<file path="src/rtl/tpat_pkg.sv">
package tpat_pkg;
  localparam logic [1:0]  HDR_DATA   = 2'b10;
  localparam logic [1:0]  HDR_CTRL   = 2'b01;
  localparam logic [63:0] LF_PAYLOAD = 64'h0100000001000055;

  typedef enum logic [1:0] {
    SEED_A     = 2'd0,
    SEED_A_INV = 2'd1,
    SEED_B     = 2'd2,
    SEED_B_INV = 2'd3
  } seed_sel_e;
endpackage

</file>
<file path="src/rtl/tpat_scrambler.sv">
// Unrolled self-synchronising scrambler: one whole payload per call.
module tpat_scrambler #(
  parameter int PAY_W = 64,
  parameter int ST_W  = 58,
  parameter int TAP   = 39
) (
  input  logic [PAY_W-1:0] din,
  input  logic [ST_W-1:0]  st_in,
  output logic [PAY_W-1:0] dout,
  output logic [ST_W-1:0]  st_out
);
  logic [ST_W-1:0]  sh;
  logic [PAY_W-1:0] d;
  logic             b;

  always_comb begin
    sh = st_in;
    d  = '0;
    b  = 1'b0;
    for (int i = 0; i < PAY_W; i++) begin
      b    = din[i] ^ sh[TAP-1] ^ sh[ST_W-1];
      d[i] = b;
      sh   = {sh[ST_W-2:0], b};
    end
    dout   = d;
    st_out = sh;
  end
endmodule

</file>
<file path="src/rtl/tpat_seed_mux.sv">
module tpat_seed_mux
  import tpat_pkg::*;
#(
  parameter int SEED_W    = 58,
  parameter int SEED_LO_W = 32,
  localparam int SEED_HI_W = SEED_W - SEED_LO_W
) (
  input  seed_sel_e            sel,
  input  logic [SEED_LO_W-1:0] a_lo,
  input  logic [SEED_HI_W-1:0] a_hi,
  input  logic [SEED_LO_W-1:0] b_lo,
  input  logic [SEED_HI_W-1:0] b_hi,
  output logic [SEED_W-1:0]    seed
);
  logic [SEED_W-1:0] sa, sb;
  assign sa = {a_hi, a_lo};
  assign sb = {b_hi, b_lo};

  always_comb begin
    unique case (sel)
      SEED_A:     seed = sa;
      SEED_A_INV: seed = ~sa;
      SEED_B:     seed = sb;
      default:    seed = ~sb;
    endcase
  end
endmodule

</file>
<file path="src/rtl/tpat_sqw.sv">
// Square wave slice of a continuous stream: HALF ones then HALF zeros.
module tpat_sqw #(
  parameter int BLK_W = 66,
  parameter int HALF  = 8,
  parameter int PH_W  = 4
) (
  input  logic [PH_W-1:0]  phase,
  output logic [BLK_W-1:0] pat
);
  localparam int PER = 2 * HALF;

  always_comb begin
    for (int i = 0; i < BLK_W; i++) begin
      pat[i] = ((int'(phase) + i) % PER) < HALF;
    end
  end
endmodule

</file>
<file path="src/rtl/tpat_seq.sv">
module tpat_seq
  import tpat_pkg::*;
#(
  parameter int BLK_W       = 66,
  parameter int SEED_W      = 58,
  parameter int SEED_LO_W   = 32,
  parameter int TAP         = 39,
  parameter int RESEED_BLKS = 128,
  parameter int SQW_HALF    = 8,
  localparam int SEED_HI_W  = SEED_W - SEED_LO_W
) (
  input  logic                 clk,
  input  logic                 rst,
  input  logic                 tx_test_en,
  input  logic                 zero_sel,
  input  logic                 sqw_sel,
  input  logic [SEED_LO_W-1:0] seed_a_lo,
  input  logic [SEED_HI_W-1:0] seed_a_hi,
  input  logic [SEED_LO_W-1:0] seed_b_lo,
  input  logic [SEED_HI_W-1:0] seed_b_hi,
  input  logic                 blk_stb,
  output logic [BLK_W-1:0]     blk_out,
  output logic                 blk_vld
);
  localparam int PAY_W   = BLK_W - 2;
  localparam int CNT_W   = $clog2(RESEED_BLKS);
  localparam int SQW_PER = 2 * SQW_HALF;
  localparam int PH_W    = $clog2(SQW_PER);
  localparam int PH_STEP = BLK_W % SQW_PER;

  logic [SEED_W-1:0] scr_st, st_base, st_next, seed_cur;
  logic [CNT_W-1:0]  blk_cnt;
  seed_sel_e         seed_idx;
  logic [PH_W-1:0]   phase, phase_next;
  logic [PAY_W-1:0]  payload, scr_out;
  logic [BLK_W-1:0]  sqw_pat;
  logic [1:0]        hdr;
  logic              reload;

  tpat_seed_mux #(.SEED_W(SEED_W), .SEED_LO_W(SEED_LO_W)) u_seed (
    .sel(seed_idx), .a_lo(seed_a_lo), .a_hi(seed_a_hi),
    .b_lo(seed_b_lo), .b_hi(seed_b_hi), .seed(seed_cur)
  );

  tpat_scrambler #(.PAY_W(PAY_W), .ST_W(SEED_W), .TAP(TAP)) u_scr (
    .din(payload), .st_in(st_base), .dout(scr_out), .st_out(st_next)
  );

  tpat_sqw #(.BLK_W(BLK_W), .HALF(SQW_HALF), .PH_W(PH_W)) u_sqw (
    .phase(phase), .pat(sqw_pat)
  );

  assign reload  = (blk_cnt == '0);
  assign st_base = reload ? seed_cur : scr_st;
  assign payload = zero_sel ? '0 : PAY_W'(LF_PAYLOAD);
  assign hdr     = zero_sel ? HDR_DATA : HDR_CTRL;

  always_comb begin
    if (int'(phase) + PH_STEP >= SQW_PER)
      phase_next = PH_W'(int'(phase) + PH_STEP - SQW_PER);
    else
      phase_next = PH_W'(int'(phase) + PH_STEP);
  end

  always_ff @(posedge clk) begin
    if (rst) begin
      scr_st   <= '0;
      blk_cnt  <= '0;
      seed_idx <= SEED_A;
      phase    <= '0;
      blk_out  <= '0;
      blk_vld  <= 1'b0;
    end else begin
      blk_vld <= 1'b0;
      if (!tx_test_en) begin
        blk_cnt  <= '0;
        seed_idx <= SEED_A;
        phase    <= '0;
      end else if (blk_stb) begin
        blk_vld <= 1'b1;
        if (sqw_sel) begin
          blk_out <= sqw_pat;
          phase   <= phase_next;
        end else begin
          blk_out <= {scr_out, hdr};
          scr_st  <= st_next;
          blk_cnt <= (blk_cnt == CNT_W'(RESEED_BLKS - 1)) ? '0 : blk_cnt + 1'b1;
          if (reload) seed_idx <= seed_sel_e'(seed_idx + 2'd1);
        end
      end
    end
  end
endmodule

</file>
<file path="config.mk">
export PLATFORM = sky130hd
export DESIGN_NAME = tpat_seq
export DESIGN_NICKNAME = d
export VERILOG_FILES = /design/src/rtl/tpat_pkg.sv /design/src/rtl/tpat_scrambler.sv /design/src/rtl/tpat_seed_mux.sv /design/src/rtl/tpat_sqw.sv /design/src/rtl/tpat_seq.sv
export SDC_FILE = /design/constraint.sdc
export NUM_CORES = 1
export LEC_CHECK = 0
export BUFFER_PORTS_ARGS = -buffer_cell sky130_fd_sc_hd__buf_2
export CAP_MARGIN = 15
export CORE_UTILIZATION = 33
export CTS_CLUSTER_SIZE = 20
export DETAILED_ROUTE_END_ITERATION = 10
export PLACE_DENSITY = 0.61
export SLEW_MARGIN = 20
export SYNTH_ARGS = -nofsm -noshare
export SYNTH_HDL_FRONTEND = slang
export SYNTH_SLANG_ARGS = --single-unit
</file>
<file path="constraint.sdc">
create_clock -name clk -period 3.04 [get_ports clk]
set_clock_uncertainty 0.05 [all_clocks]
set_input_delay 0.152 -clock clk [delete_from_list [all_inputs] [get_ports clk]]
set_output_delay 0.152 -clock clk [all_outputs]
set_load 0.005 [all_outputs]
</file>
==> results.md <==
- The flow ran to the end, and the final reports show no timing, DRC or antenna violations.
- Compared with the post-synthesis result, the final layout area differs by 22.5%.
- Summing all multi-input logic gate instances after layout gives 5890 µm².
- Dividing the detail-routed via count by the number of cells gives 5.41.
- The design draws 5610 µW.
- The floorplan step set the die height to 168 µm.
- The achievable clock frequency is 0.356 GHz.
- Setup repair after global routing left no endpoint under its margin.
- The overall track demand over capacity in global routing is 23.7%.
- Synthesis produced a netlist whose cell count is 1,121.
- Summing over every cut layer, the via total after detailed routing is 8,893.
- Headroom to the max-slew limit came out at 31.8%.
- The number of nets in the synthesized netlist is 1,251.
- Global routing finished with a remaining overflow of 0.
- Of all nets on the critical path, the largest fanout is 30.
- The initial DRC count is 768.
- The weighted congestion reported at the end of routability-driven placement is 0.955.
- The share of post-route cells with drive strength above 1 is 25.0%.
- The number of antenna violations at the first check in global routing is 0.
- The TritonCTS clock tree is done.
- Of the available clock period, the critical path in the final layout requires 92.4%.
- The number of distinct library cells after synthesis is 53.
- The first detailed-routing pass took 7 iterations.
- Entering global routing, the biggest net connects 52 pins.
- The buffer count from post-CTS setup fixing is 0.
- The min-delay analysis places its worst path in the category input pin to register.
- The number of synthesis warnings is 0.
- The critical path is of the register to register type.
- The count of maximum capacitance violations is 0.
- The number of antenna diodes is 0.
- The total wire length after detailed routing is 33,400 µm.
- The slew at the pin with the worst max-slew slack is 1020 ps.
- The critical path launch point type is a register.
- The clock tree synthesis step divided the H-tree into 4 levels.
- In this run, synthesis inferred 0 flip-flops with an integrated enable.
- The area taken by flip-flops and latches is 2740 µm².
- After detailed routing, the number of remaining DRC violations is 0.
- The worst setup path is captured at a register.
- Pin placement for this block handled 189 I/O pins.
- The worst-skew pair later-pin latency is 430 ps.
- The sequential element share of the synthesized area is 30.3%.
- Among all flip-flop cells after synthesis, the most frequent one is sky130_fd_sc_hd__dfxtp_1.
- The flop-to-flop setup slack is 230 ps.
- The setup TNS is 0 ps.
- The clock sink count is 137.
- The global-route wire length before repair is 50,700 µm.
- Counting the fill cells in the layout gives 2,742.
- The reported leakage power is 0.00454 µW.
- Dividing the detail-routed wire length by the instance count gives 20.3 µm.
- Counting the buffers created by CTS gives 17.
- Clock-pin slew was measured on the worst setup and hold paths at 60 ps.
- The area of the core is 27,000 µm².
- The standard-cell row count is 60.
- Dividing total power by cell area gives a power density of 506 nW/µm².
- The count of final hold-check violations is 0.
- The clock period minus final worst setup slack is 2810 ps.
- The final HPWL from detailed placement is 25,900 µm.
- The initial standard-cell utilization of the core is 33.6%.
- The flip-flop and latch count after synthesis is 137.
- The floorplan die width is 168 µm.
- The detail route stage leaves a number of antenna-violating nets equal to 0.
- The endpoint arrival time on the critical path is 3110 ps.
- Counting along the longest clock path gives a buffer depth of 2.
- Data on the critical path is required at its endpoint by 3340 ps.
- Counting flops with an async set or reset pin after synthesis yields a share of 0%.
- The via count of the first global-routing pass was 8,324.
- The root buffer cell chosen for the clock tree is sky130_fd_sc_hd__clkbuf_16.
- The overall die area is 28,100 µm².
- VDD sags by at most 0.491 mV.
- The max-slew violation count is 0.
- The synthesized netlist occupies a cell area of 9060 µm².
- The count of buffers added on input and output ports is 188.
- The total of endpoints with negative setup slack in the final report is 0.
- The net count of the finished layout is 1,420.
- Each instance of the synthesized netlist takes up on average 8.08 µm².
worst paths after layout:
check,start,endpoint,depth (start not counted)
max reg2reg,seed_idx[0]$_SDFFE_PP0P_,scr_st[13]$_SDFFE_PP0P_,10
max,seed_idx[0]$_SDFFE_PP0P_,scr_st[13]$_SDFFE_PP0P_,10
min,sqw_sel,seed_idx[1]$_SDFFE_PP0P_,5
min reg2reg,blk_out[13]$_SDFFE_PP0P_,blk_out[13]$_SDFFE_PP0P_,2
repair_timing:
item | CTS | global route
gates resized for setup | 0 | 0
hold endpoints to repair | 1 | 0
hold buffers | 1 | 0
endpoints found under the setup margin | 0 | 0
synthesized netlist by cell type, drive strengths merged, types with 11 or more instances:
library cell  count  area, µm²
a211oi           12        125
a21oi            96        480
a221o            11        110
a31oi            17        113
and2             40        250
buf              34        228
clkbuf           50        188
dfxtp           137       2740
mux2             22        274
mux2i            26        260
nand2           203        762
nand3            29        145
nor2             51        191
nor2b            19        119
nor3             12       60.1
o211ai           22        165
o21ai            75        375
o221ai           17        149
o31ai            28        442
xnor2            91        797
xor2             57        499
cell families after synthesis:
logic type	Yosys count	synth area share [%]
compound gates	313	25.0
simple gates	372	18.2
flops	137	30.3
fa+ha+maj	8	1.11
xor+xnor	149	14.6
buf+inv	94	5.00
mux	48	5.90
per-stage QoR:
stage / hold WS, ps / utilization [%] / std cells / setup WS (ps) / area [µm²]
floorplan: 262 / - / 1121 / 811 / 9060
global placement: 374 / 38.7 / 1611 / 315 / 10400
detailed placement: 379 / 38.7 / 1611 / 306 / 10400
CTS: 214 / 41.2 / 1644 / 279 / 11100
global route: 251 / 41.2 / 1644 / 74.0 / 11100
finish: 226 / 41.2 / 1644 / 232 / 11100
critical path, cell delays in order, from the launching register on:
cell                       delay [ps]
sky130_fd_sc_hd__dfxtp_1          400
sky130_fd_sc_hd__inv_1            110
sky130_fd_sc_hd__ha_2             310
sky130_fd_sc_hd__buf_12           200
sky130_fd_sc_hd__buf_4            170
sky130_fd_sc_hd__mux2_4           270
sky130_fd_sc_hd__o31ai_4          210
sky130_fd_sc_hd__xor2_1           370
sky130_fd_sc_hd__xor2_1           340
sky130_fd_sc_hd__nand2_1          110
sky130_fd_sc_hd__a211oi_2         180
routing by layer:
metal / part of all wire [%] / track usage, % / vias up
li1: - / - / 4254
met5: 0 / 0 / -
met1: 45 / 32.8 / 4144
met2: 44 / 36.8 / 434
met4: 2.8 / 8.74 / 0
met3: 7.8 / 4.02 / 61
where the power goes:
part,switching [µW],leakage (µW),total [µW],internal [µW]
clock,862,0.000311,2320,1460
combinational,763,0.00311,1290,524
sequential,92.8,0.00112,2000,1900
cells in the final DEF (no fill, tap or decap), types with 4 or more instances in the layout:
| cell type | netlist | final |
|---|---|---|
| sky130_fd_sc_hd__nand2_1 | 203 | 202 |
| sky130_fd_sc_hd__dfxtp_1 | 137 | 137 |
| sky130_fd_sc_hd__buf_4 | 6 | 40 |
| sky130_fd_sc_hd__a21oi_1 | 96 | 96 |
| sky130_fd_sc_hd__buf_2 | 20 | 188 |
| sky130_fd_sc_hd__and2_1 | 40 | 40 |
| sky130_fd_sc_hd__a211oi_1 | 5 | 5 |
| sky130_fd_sc_hd__clkbuf_16 | 0 | 17 |
| sky130_fd_sc_hd__a22oi_1 | 4 | 4 |
| sky130_fd_sc_hd__o31ai_2 | 16 | 16 |
| sky130_fd_sc_hd__o21ai_1 | 19 | 19 |
| sky130_fd_sc_hd__a22o_1 | 10 | 10 |
| sky130_fd_sc_hd__inv_1 | 9 | 9 |
| sky130_fd_sc_hd__mux2i_1 | 26 | 26 |
| sky130_fd_sc_hd__nor3_1 | 12 | 12 |
| sky130_fd_sc_hd__nand3_1 | 29 | 29 |
| sky130_fd_sc_hd__o211ai_1 | 22 | 22 |
| sky130_fd_sc_hd__a221oi_1 | 4 | 4 |
| sky130_fd_sc_hd__nor2b_1 | 19 | 19 |
| sky130_fd_sc_hd__nor2_1 | 51 | 50 |
| sky130_fd_sc_hd__a211oi_2 | 7 | 7 |
| sky130_fd_sc_hd__mux2_4 | 7 | 7 |
| sky130_fd_sc_hd__o21ai_0 | 56 | 56 |
| sky130_fd_sc_hd__or3_1 | 8 | 8 |
| sky130_fd_sc_hd__a31oi_1 | 16 | 16 |
| sky130_fd_sc_hd__xor2_1 | 57 | 57 |
| sky130_fd_sc_hd__xnor2_1 | 91 | 91 |
| sky130_fd_sc_hd__o221ai_1 | 17 | 17 |
| sky130_fd_sc_hd__a21o_1 | 4 | 4 |
| sky130_fd_sc_hd__ha_1 | 8 | 6 |
| sky130_fd_sc_hd__o31ai_4 | 11 | 11 |
| sky130_fd_sc_hd__bufinv_16 | 0 | 5 |
| sky130_fd_sc_hd__a221o_1 | 11 | 11 |
| sky130_fd_sc_hd__buf_12 | 0 | 5 |
| sky130_fd_sc_hd__mux2_2 | 15 | 15 |
final cells by class:
cell class | count | area share (%)
clock inverters | 14 | 1.97
well taps | 341 | 3.85
flip-flops and latches | 137 | 24.7
clock buffers | 18 | 3.87
inverters | 10 | 0.338
repair buffers | 234 | 12.2
multi-input cells | 890 | 53.1
flip-flops by register name, indices dropped and copies added, names as in the netlist:
signal,count
scr_st,58
seed_idx,2
blk_vld,1
phase,3
blk_out,66
blk_cnt,7
Note: power is estimated with default switching activity, not from simulation.
